<file path="src/rtl/sram_bw_pkg.sv">
package sram_bw_pkg;
    localparam int BYTE_W = 9;
    localparam int NBYTES = 4;
    localparam int WORD_W = BYTE_W * NBYTES;

    typedef struct packed {
        logic              act;
        logic              wr;
        logic [NBYTES-1:0] mask;
    } cmd_t;
endpackage

</file>
<file path="src/rtl/sram_burst_gen.sv">
module sram_burst_gen #(
    parameter int AW      = 6,
    parameter int BURST_W = 2
) (
    input  logic          clk,
    input  logic          rst_n,
    input  logic          go,
    input  logic          ld,
    input  logic          adv,
    input  logic          lin_order,
    input  logic [AW-1:0] addr,
    output logic [AW-1:0] cur_addr
);
    typedef struct packed {
        logic [AW-1:0]      base;
        logic [BURST_W-1:0] idx;
    } bst_t;

    bst_t st_d, st_q;
    logic [AW-1:0]      nbase;
    logic [BURST_W-1:0] nidx;
    logic [BURST_W-1:0] lo;

    always_comb begin
        if (ld) begin
            nbase = addr;
            nidx  = '0;
        end else begin
            nbase = st_q.base;
            nidx  = adv ? st_q.idx + 1'b1 : st_q.idx;
        end
        lo       = lin_order ? (nbase[BURST_W-1:0] + nidx) : (nbase[BURST_W-1:0] ^ nidx);
        cur_addr = {nbase[AW-1:BURST_W], lo};
        st_d     = go ? '{base: nbase, idx: nidx} : st_q;
    end

    always_ff @(posedge clk or negedge rst_n) begin
        if (!rst_n) st_q <= '0;
        else        st_q <= st_d;
    end
endmodule

</file>
<file path="src/rtl/sram_word_array.sv">
module sram_word_array
    import sram_bw_pkg::*;
#(
    parameter int DEPTH = 64,
    localparam int AW   = $clog2(DEPTH)
) (
    input  logic              clk,
    input  logic [NBYTES-1:0] we,
    input  logic [AW-1:0]     waddr,
    input  logic [WORD_W-1:0] wdata,
    input  logic [AW-1:0]     raddr,
    output logic [WORD_W-1:0] rword
);
    for (genvar g = 0; g < NBYTES; g++) begin : g_lane
        logic [BYTE_W-1:0] mem [DEPTH];
        always_ff @(posedge clk) begin
            if (we[g]) mem[waddr] <= wdata[g*BYTE_W +: BYTE_W];
        end
        assign rword[g*BYTE_W +: BYTE_W] = mem[raddr];
    end
endmodule

</file>
<file path="src/rtl/sram_rd_stage.sv">
module sram_rd_stage
    import sram_bw_pkg::*;
(
    input  logic              clk,
    input  logic              rst_n,
    input  logic              pipe_mode,
    input  logic              oe,
    input  logic              sleep,
    input  logic              rd_in,
    input  logic [WORD_W-1:0] word_in,
    output logic [WORD_W-1:0] rdata,
    output logic              rvalid
);
    typedef struct packed {
        logic [WORD_W-1:0] pdata;
        logic              pvalid;
    } rst_t;

    rst_t st_d, st_q;
    logic valid_raw;

    always_comb begin
        st_d.pdata  = rd_in ? word_in : st_q.pdata;
        st_d.pvalid = rd_in;
        rdata       = pipe_mode ? st_q.pdata : word_in;
        valid_raw   = pipe_mode ? st_q.pvalid : rd_in;
        rvalid      = valid_raw && oe && !sleep;
    end

    always_ff @(posedge clk or negedge rst_n) begin
        if (!rst_n) st_q <= '0;
        else        st_q <= st_d;
    end
endmodule

</file>
<file path="src/rtl/sram_bytewr_core.sv">
module sram_bytewr_core
    import sram_bw_pkg::*;
#(
    parameter int DEPTH   = 64,
    parameter int BURST_W = 2,
    localparam int AW     = $clog2(DEPTH)
) (
    input  logic              clk,
    input  logic              rst_n,
    input  logic              sel_n,
    input  logic              ld,
    input  logic              adv,
    input  logic              lin_order,
    input  logic [AW-1:0]     addr,
    input  logic              gw_n,
    input  logic              bwe_n,
    input  logic [NBYTES-1:0] bsel_n,
    input  logic [WORD_W-1:0] wdata,
    input  logic              pipe_mode,
    input  logic              oe,
    input  logic              sleep,
    output logic [WORD_W-1:0] rdata,
    output logic              rvalid
);
    typedef struct packed {
        logic          rd;
        logic [AW-1:0] raddr;
    } cst_t;

    cst_t              st_d, st_q;
    cmd_t              cmd;
    logic [AW-1:0]     cur_addr;
    logic [NBYTES-1:0] we;
    logic [WORD_W-1:0] rword;

    always_comb begin
        cmd.act  = !sel_n && !sleep;
        cmd.mask = !gw_n ? '1 : (!bwe_n ? ~bsel_n : '0);
        cmd.wr   = cmd.act && (|cmd.mask);
        we       = cmd.wr ? cmd.mask : '0;
        st_d.rd    = cmd.act && !cmd.wr;
        st_d.raddr = cmd.act ? cur_addr : st_q.raddr;
    end

    always_ff @(posedge clk or negedge rst_n) begin
        if (!rst_n) st_q <= '0;
        else        st_q <= st_d;
    end

    sram_burst_gen #(.AW(AW), .BURST_W(BURST_W)) burst_i (
        .clk(clk), .rst_n(rst_n), .go(cmd.act), .ld(ld), .adv(adv),
        .lin_order(lin_order), .addr(addr), .cur_addr(cur_addr)
    );

    sram_word_array #(.DEPTH(DEPTH)) array_i (
        .clk(clk), .we(we), .waddr(cur_addr), .wdata(wdata),
        .raddr(st_q.raddr), .rword(rword)
    );

    sram_rd_stage rdst_i (
        .clk(clk), .rst_n(rst_n), .pipe_mode(pipe_mode), .oe(oe), .sleep(sleep),
        .rd_in(st_q.rd), .word_in(rword), .rdata(rdata), .rvalid(rvalid)
    );


    global_write_all_chk: assert property (@(posedge clk) disable iff (!rst_n)
        (cmd.act && !gw_n) |=> (rword == $past(wdata)));

    for (genvar g = 0; g < NBYTES; g++) begin : g_bchk

        byte_lane_write_chk: assert property (@(posedge clk) disable iff (!rst_n)
            (cmd.act && gw_n && !bwe_n && !bsel_n[g])
            |=> (rword[g*BYTE_W +: BYTE_W] == $past(wdata[g*BYTE_W +: BYTE_W])));
    end


    flow_valid_src_chk: assert property (@(posedge clk) disable iff (!rst_n)
        (!pipe_mode && rvalid) |-> st_q.rd);


    pipe_valid_src_chk: assert property (@(posedge clk) disable iff (!rst_n)
        (pipe_mode && $past(pipe_mode) && rvalid) |-> $past(st_q.rd));


    oe_gates_valid_chk: assert property (@(posedge clk) disable iff (!rst_n)
        !oe |-> !rvalid);


    pipe_hold_chk: assert property (@(posedge clk) disable iff (!rst_n)
        (pipe_mode && $past(pipe_mode) && !$past(st_q.rd)) |-> $stable(rdata));


    sleep_no_valid_chk: assert property (@(posedge clk) disable iff (!rst_n)
        sleep |-> !rvalid);


    sleep_no_access_chk: assert property (@(posedge clk) disable iff (!rst_n)
        sleep |=> !st_q.rd);
endmodule

</file>
<file path="config.mk">
export PLATFORM = sky130hd
export DESIGN_NAME = sram_bytewr_core
export DESIGN_NICKNAME = d
export VERILOG_FILES = /design/src/rtl/sram_bw_pkg.sv /design/src/rtl/sram_burst_gen.sv /design/src/rtl/sram_word_array.sv /design/src/rtl/sram_rd_stage.sv /design/src/rtl/sram_bytewr_core.sv
export SDC_FILE = /design/constraint.sdc
export NUM_CORES = 2
export LEC_CHECK = 0
export BUFFER_PORTS_ARGS = -buffer_cell sky130_fd_sc_hd__clkbuf_2
export CELL_PAD_IN_SITES_DETAIL_PLACEMENT = 2
export CELL_PAD_IN_SITES_GLOBAL_PLACEMENT = 2
export CORE_MARGIN = 1.5
export CORE_UTILIZATION = 25
export CTS_CLUSTER_DIAMETER = 30
export CTS_CLUSTER_SIZE = 40
export DETAILED_ROUTE_END_ITERATION = 16
export GPL_TIMING_DRIVEN = 0
export MAX_ROUTING_LAYER = met4
export PLACE_DENSITY_LB_ADDON = 0.1
export SETUP_SLACK_MARGIN = 0.02
export SLEW_MARGIN = 25
export SYNTH_ARGS = -nofsm -noshare
export SYNTH_HDL_FRONTEND = slang
export SYNTH_SLANG_ARGS = --single-unit
</file>
<file path="constraint.sdc">
create_clock -name clk -period 4.1 [get_ports clk]
set_clock_uncertainty 0.2 [all_clocks]
set_input_delay 0.41 -clock clk [delete_from_list [all_inputs] [get_ports clk]]
set_output_delay 0.41 -clock clk [all_outputs]
set_load 0.02 [all_outputs]
</file>
=== Word level (Yosys, flattened, before mapping) ===
Memories as Yosys holds them, arrays and structs flattened.
Index checks and enable logic that the tools add are counted.

* $add $sub $neg: 2
* Multiplexer cells: 17
* Bitwise operators: 2
* Reductions and logical operators: 9

{| class="wikitable"
|+ Operator list
! cell !! count
|-
| two-way mux 36 bit || 1
|-
| two-way mux 4 bit || 3
|-
| two-way mux 1 bit || 9
|-
| two-way mux 2 bit || 3
|-
| two-way mux 6 bit || 1
|-
| logical AND 1 bit || 5
|-
| NOT 4 bit || 1
|-
| OR reduction 4 bit || 1
|-
| logical NOT 1 bit || 3
|-
| adder 2 x 1 -> 2 bit, second input constant || 1
|-
| adder 2 bit || 1
|-
| bitwise XOR 2 bit || 1
|}

* Register bits: 52
* Memory bits (writable): 2,304
* Input bits: 57
* Output and inout port bits: 37
* Word-level logic and storage cells: 40
* Memories kept: 4

{| class="wikitable"
|+ Memory list
! memory !! words !! width !! read ports !! clocked after memory_dff !! wr ports !! line !! text
|-
| array_i.g_lane[0].mem || 64 || 9 || 1 || 0 || 1 || sram_word_array.sv:15 || <nowiki>logic [BYTE_W-1:0] mem [DEPTH];</nowiki>
|-
| array_i.g_lane[1].mem || 64 || 9 || 1 || 0 || 1 || sram_word_array.sv:15 ||
|-
| array_i.g_lane[2].mem || 64 || 9 || 1 || 0 || 1 || sram_word_array.sv:15 ||
|-
| array_i.g_lane[3].mem || 64 || 9 || 1 || 0 || 1 || sram_word_array.sv:15 ||
|}

=== Logic depth before layout (Yosys ltp) ===
* Depth after elaboration: 8
* Depth in mapped cells: 12
* Depth with buffers taken out: 6

=== By module ===
From an unflattened synthesis, not the netlist that was laid out.

* Cell total of the unflattened synthesis: 4,213
* Area, all modules: 92,188.4 sq um

{| class="wikitable"
|+ By module, submodules not included
! module !! times used !! cells an instance !! area each (sq um) !! sequential area each (sq um)
|-
| sram_word_array || 1 || 4,027 || 89,213.1 || 69,186.4
|-
| sram_rd_stage || 1 || 119 || 2,123.3 || 925.9
|-
| sram_burst_gen || 1 || 42 || 509.2 || 200.2
|-
| sram_bytewr_core || 1 || 25 || 342.8 || 175.2
|}

=== Worst setup path before layout ===
Ideal clock, no wire load.

* Path type: input to register
* Start point: input port ld
* End point: memory array_i.g_lane[0].mem[12][0] (enable)
* Library setup time: 0.387 ns
* Arrival time: 2.899 ns
* Required time: 3.513 ns
* Path slack: 0.615 ns
* Stages: 7
* Buffers on the path: 3
* Cells stage by stage: clkbuf_1 mux2_2 ha_1 or2_2 clkbuf_1 clkbuf_1 nor3_1

* Word-level cells in the longest chain between the ends: 3
* Elaborated cells between the ends (all ways): 5
* Classes of those cells: add/sub: 1; mux: 3; bitwise: 1

{| class="wikitable"
|+ Ends and longest elaborated chain
! what !! line !! text
|-
| start: declaration || sram_bytewr_core.sv:11 || <nowiki>input logic ld,</nowiki>
|-
| two-way mux 6 bit * || sram_burst_gen.sv:25 || <nowiki>if (ld) begin</nowiki>
|-
| named net burst_i.nbase[0] || sram_burst_gen.sv:20 || <nowiki>logic [AW-1:0] nbase;</nowiki>
|-
| adder 2 bit / bitwise XOR 2 bit (equally long branches) || sram_burst_gen.sv:32 || <nowiki>lo = lin_order ? (nbase[BURST_W-1:0] + nidx) : (nbase[BURST_W-1:0] ^ nidx);</nowiki>
|-
| two-way mux 2 bit * || sram_burst_gen.sv:32 ||
|-
| end: declaration || sram_word_array.sv:15 ||
|}

Mark *: on every way through the listed nets, which the timed path passes. The rest lies on a longest branch.

=== Worst setup path in the final report ===
* Start point: register st_q[0] (netlist name)
* End point: output port rdata[28]

* Word-level cells in the longest chain between the ends: 2

{| class="wikitable"
|+ Ends and longest elaborated chain
! what !! line !! text
|-
| start: declaration || sram_bytewr_core.sv:30 || <nowiki>cst_t st_d, st_q;</nowiki>
|-
| start signal: assignment || sram_bytewr_core.sv:47 || <nowiki>else st_q <= st_d;</nowiki>
|-
| memory (64 x 9 bit) || n/a ||
|-
| two-way mux 36 bit || sram_rd_stage.sv:25 || <nowiki>rdata = pipe_mode ? st_q.pdata : word_in;</nowiki>
|-
| end: declaration || sram_bytewr_core.sv:22 || <nowiki>output logic [WORD_W-1:0] rdata,</nowiki>
|}

Every way passes these cells.

==> run_results.csv <==
group,metric,value,unit
pwr,leakagePower,43.9,nW
synth,synth_edf_count,2304,
drt,drt_wl_total,419000,um
clock_network,numClockSinks,2352,
synth,ys_seq_area_share,76.4,%
clock_network,cts.clk_slew.worst_paths,40,ps
synth,synth_top_family_by_area,"multiplexers",
synth,synth_compound_area_share,4.22,%
synth,synth-simple-area-share,2.87,%
die,floorplan.initialDensity,25.2,%
synth,synth-async-reset-ratio,2.04,%
global_route,grt_max_degree,65,
drt,via_per_inst,4.89,
outcome,status,"complete, but fails checks",
placed_design,place_inst,9873,
timing,final_hold_viol_count,0,
synth,synthXorXnorAreaFrac,0.0475,%
timing,layout_setup_ws,-915,ps
timing,slew_viol_final,0,
die,dieArea,0.372,sq mm
timing,fin_hold_ws,76.1,ps
drt,drt-initial-drc-count,4873,
placed_design,gp_congestion,0.863,
die,core-area,0.366,sq mm
flow_run,max_cap_viol_count,0,
clock_network,cts_tree,"yes",
pwr,ir_drop,0.417,mV
layout,drive_above_1_share,44.3,%
synth,yosysWarnings,0,
worst_setup_path,arrival,4410,ps
synth,syn_area,0.0921,sq mm
synth,syn_inst,4591,
placed_design,dp_hpwl,301000,um
drt,drt-wirelength-per-cell,37.3,um
pwr,p_per_area,706,mW/mm^2
synth,muxShareOfSynthArea,14.6,%
timing,worst_pin_slew,1350,ps
drt,final_antenna_net_count,0,
placed_design,numPortBuffers,92,
clock_network,root_buffer,"clkbuf_16",
layout,stdcell_count,11236,
clock_network,h-tree-depth,6,
timing,finalSetupViolCount,158,
worst_setup_path,worstSetupPathType,"flip-flop to output port",
drt,drc,0,
worst_setup_path,crit_required,3490,ps
layout,area.growth.synth_to_final,42.2,%
die,io_pins,94,
placed_design,post_dp_cell_area,0.104,sq mm
global_route,grt_pass1_vias,59628,
global_route,grt_pass1_wl,555000,um
worst_setup_path,worst-path-max-fanout,10,
worst_setup_path,endpoint_kind,"output port",
clock_network,cts_max_path_buffers,4,
layout,fin_nets,5935,
die,die_x,610,um
global_route,grt_usage,22.9,%
timing,finalCriticalPeriod,5020,ps
synth,yosysUniqueCellTypes,60,
timing,fin_crit_sh,122,%
worst_setup_path,startpoint_type,"flip-flop",
synth,ys_ff_latch,2352,
synth,syn_nets,4649,
synth,syn_area_per_cell,20.1,sq um
timing,rsz0062_at_grt,"true",
timing,max_freq,0.199,GHz
hold_path,hp-start,"bsel_n[2]",
clock_network,insertion_delay,1040,ps
layout,postLayoutCellArea,0.131,sq mm
die,std_cell_rows,222,
die,die_y,610,um
clock_network,cts_made_buffers,636,
timing,slew_headroom,10.2,%
drt,drt_first_pass_iters,6,
synth,synth_ff_type,"edfxtp_1",
worst_setup_path,crit_start,"st_q[0]$_DFFE_PN0P_",
global_route,antenna_found_initial,27,
drt,vias,54931,
hold_path,min_path_type,"primary input to flip-flop",
outcome,violations,"setup timing",
global_route,overflow,0,
layout,fillers,35387,
synth,synth_fa_ha_area_share,0.0136,%
worst_setup_path,r2r_start,"st_q[3]$_DFFE_PN0P_",
cell usage after synthesis (all sizes together) (48+ instances only):
cell type,instances,share of area [%]
mux2i,282,3.1
a22oi,99,0.81
nor3,258,1.4
mux2,167,2.0
mux4,388,9.5
nand2,103,0.42
clkbuf,166,0.68
o22ai,127,0.86
dfrtp,48,1.3
edfxtp,2304,75
buf,141,1.0
nor2,54,0.22
area by class of cell:
cell class | count | area (sq um) | area share, %
Tap cell | 4816 | 6030 | 4.60
Timing Repair Buffer | 654 | 6370 | 4.86
Multi-Input combinational cell | 1902 | 23400 | 17.9
Clock buffer | 761 | 16600 | 12.7
Buffer | 301 | 3530 | 2.69
Clock inverter | 405 | 4540 | 3.47
Sequential cell | 2352 | 70400 | 53.7
Antenna cell | 15 | 37.5 | 0.0286
Inverter | 30 | 116 | 0.0888
timing repair:
action	4_1_cts	5_1_grt
setup endpoints to repair	2325	828
hold buffers	58	0
setup buffers	91	36
hold endpoints to repair	2157	0
gates resized for setup	737	289
pin swaps	70	79
cloned	4	1
power by group:
group	internal (mW)	switching, mW
registers	26.8	0.107
clock network	33.4	15.4
logic	5.97	10.8
total	66.2	26.4
critical path, stage by stage (launching register included):
cell	delay [ps]
dfrtp_1	400
buf_12	160
buf_12	140
buf_16	140
buf_16	160
buf_12	200
mux2i_1	170
a22o_1	280
o31ai_4	330
a211oi_2	100
buf_6	180
a222oi_1	770
buf_4	290
cells in the final DEF (no fill, tap or decap), types with 21 or more instances in the layout:
master / count
a211oi_2: 23
a221oi_2: 24
a222oi_1: 28
a22o_1: 28
a22oi_1: 55
a22oi_2: 44
buf_12: 54
buf_16: 69
buf_4: 406
buf_6: 106
buf_8: 22
bufinv_16: 77
clkbuf_1: 150
clkbuf_16: 652
clkbuf_2: 76
clkbuf_4: 71
clkbuf_8: 33
clkinv_1: 136
clkinv_2: 105
clkinvlp_4: 30
dfrtp_1: 47
dlygate4sd3_1: 57
edfxtp_1: 2304
inv_1: 29
mux2_2: 159
mux2i_1: 269
mux4_2: 388
nand2_1: 97
nand3_1: 42
nor2_1: 21
nor2_2: 26
nor3_2: 193
nor3_4: 64
o221ai_1: 25
o22ai_1: 114
o31ai_4: 23
through the flow:
step                setup slack (ps)  setup TNS [ps]  total power [mW]  utilization (%)
global placement               -3280        -4786050              40.4             26.9
finish                          -915          -29390              92.6             35.8
floorplan                        615               0              33.4                -
global route                   -1030          -28720              94.9             35.8
CTS                            -1110          -55240              92.8             35.4
detailed placement             -1880        -1055020              41.3             28.4
kinds of logic (layout without fill, tap and decap cells):
kind of cell / count (synthesis) / after routing
DFF: 2352 / 2352
AOI/OAI and AO/OA: 520 / 520
other: 0 / 15
buffers and inverters: 337 / 2151
adders and majority gates: 1 / 1
and+or+nand+nor: 539 / 539
xor gates and xnor gates: 5 / 5
muxes: 837 / 837
flip-flops by register name, indices dropped and copies added, names as in the netlist:
register and flops:
rdst_i.st_q 37, burst_i.st_q 4, st_q 7, array_i.g_lane.mem 2304
worst paths after layout:
kind | end | slack (ps) | depth (start not counted)
worst max-delay path | rdata[28] | -920 | 12
min in group asynchronous | rdst_i.st_q[7]$_DFFE_PN0P_ | 350 | 4
max in group asynchronous | rdst_i.st_q[26]$_DFFE_PN0P_ | 3000 | 4
worst min-delay path | st_q[6]$_DFF_PN0_ | 80 | 4
worst max register to register | array_i.g_lane[1].mem[45][6]$_DFFE_PP_ | -110 | 8
worst min register to register | rdst_i.st_q[30]$_DFFE_PN0P_ | 290 | 1
routing by layer:
metal  global-route usage [%]  up-vias  wire (um)
met2                     37.7     1715     207000
met3                     3.07      654      17700
met5                        -        -          0
li1                         -    22271          -
met1                     29.1    30291     180000
met4                     7.45        0      14200
Note: power is estimated with default switching activity, not from simulation.
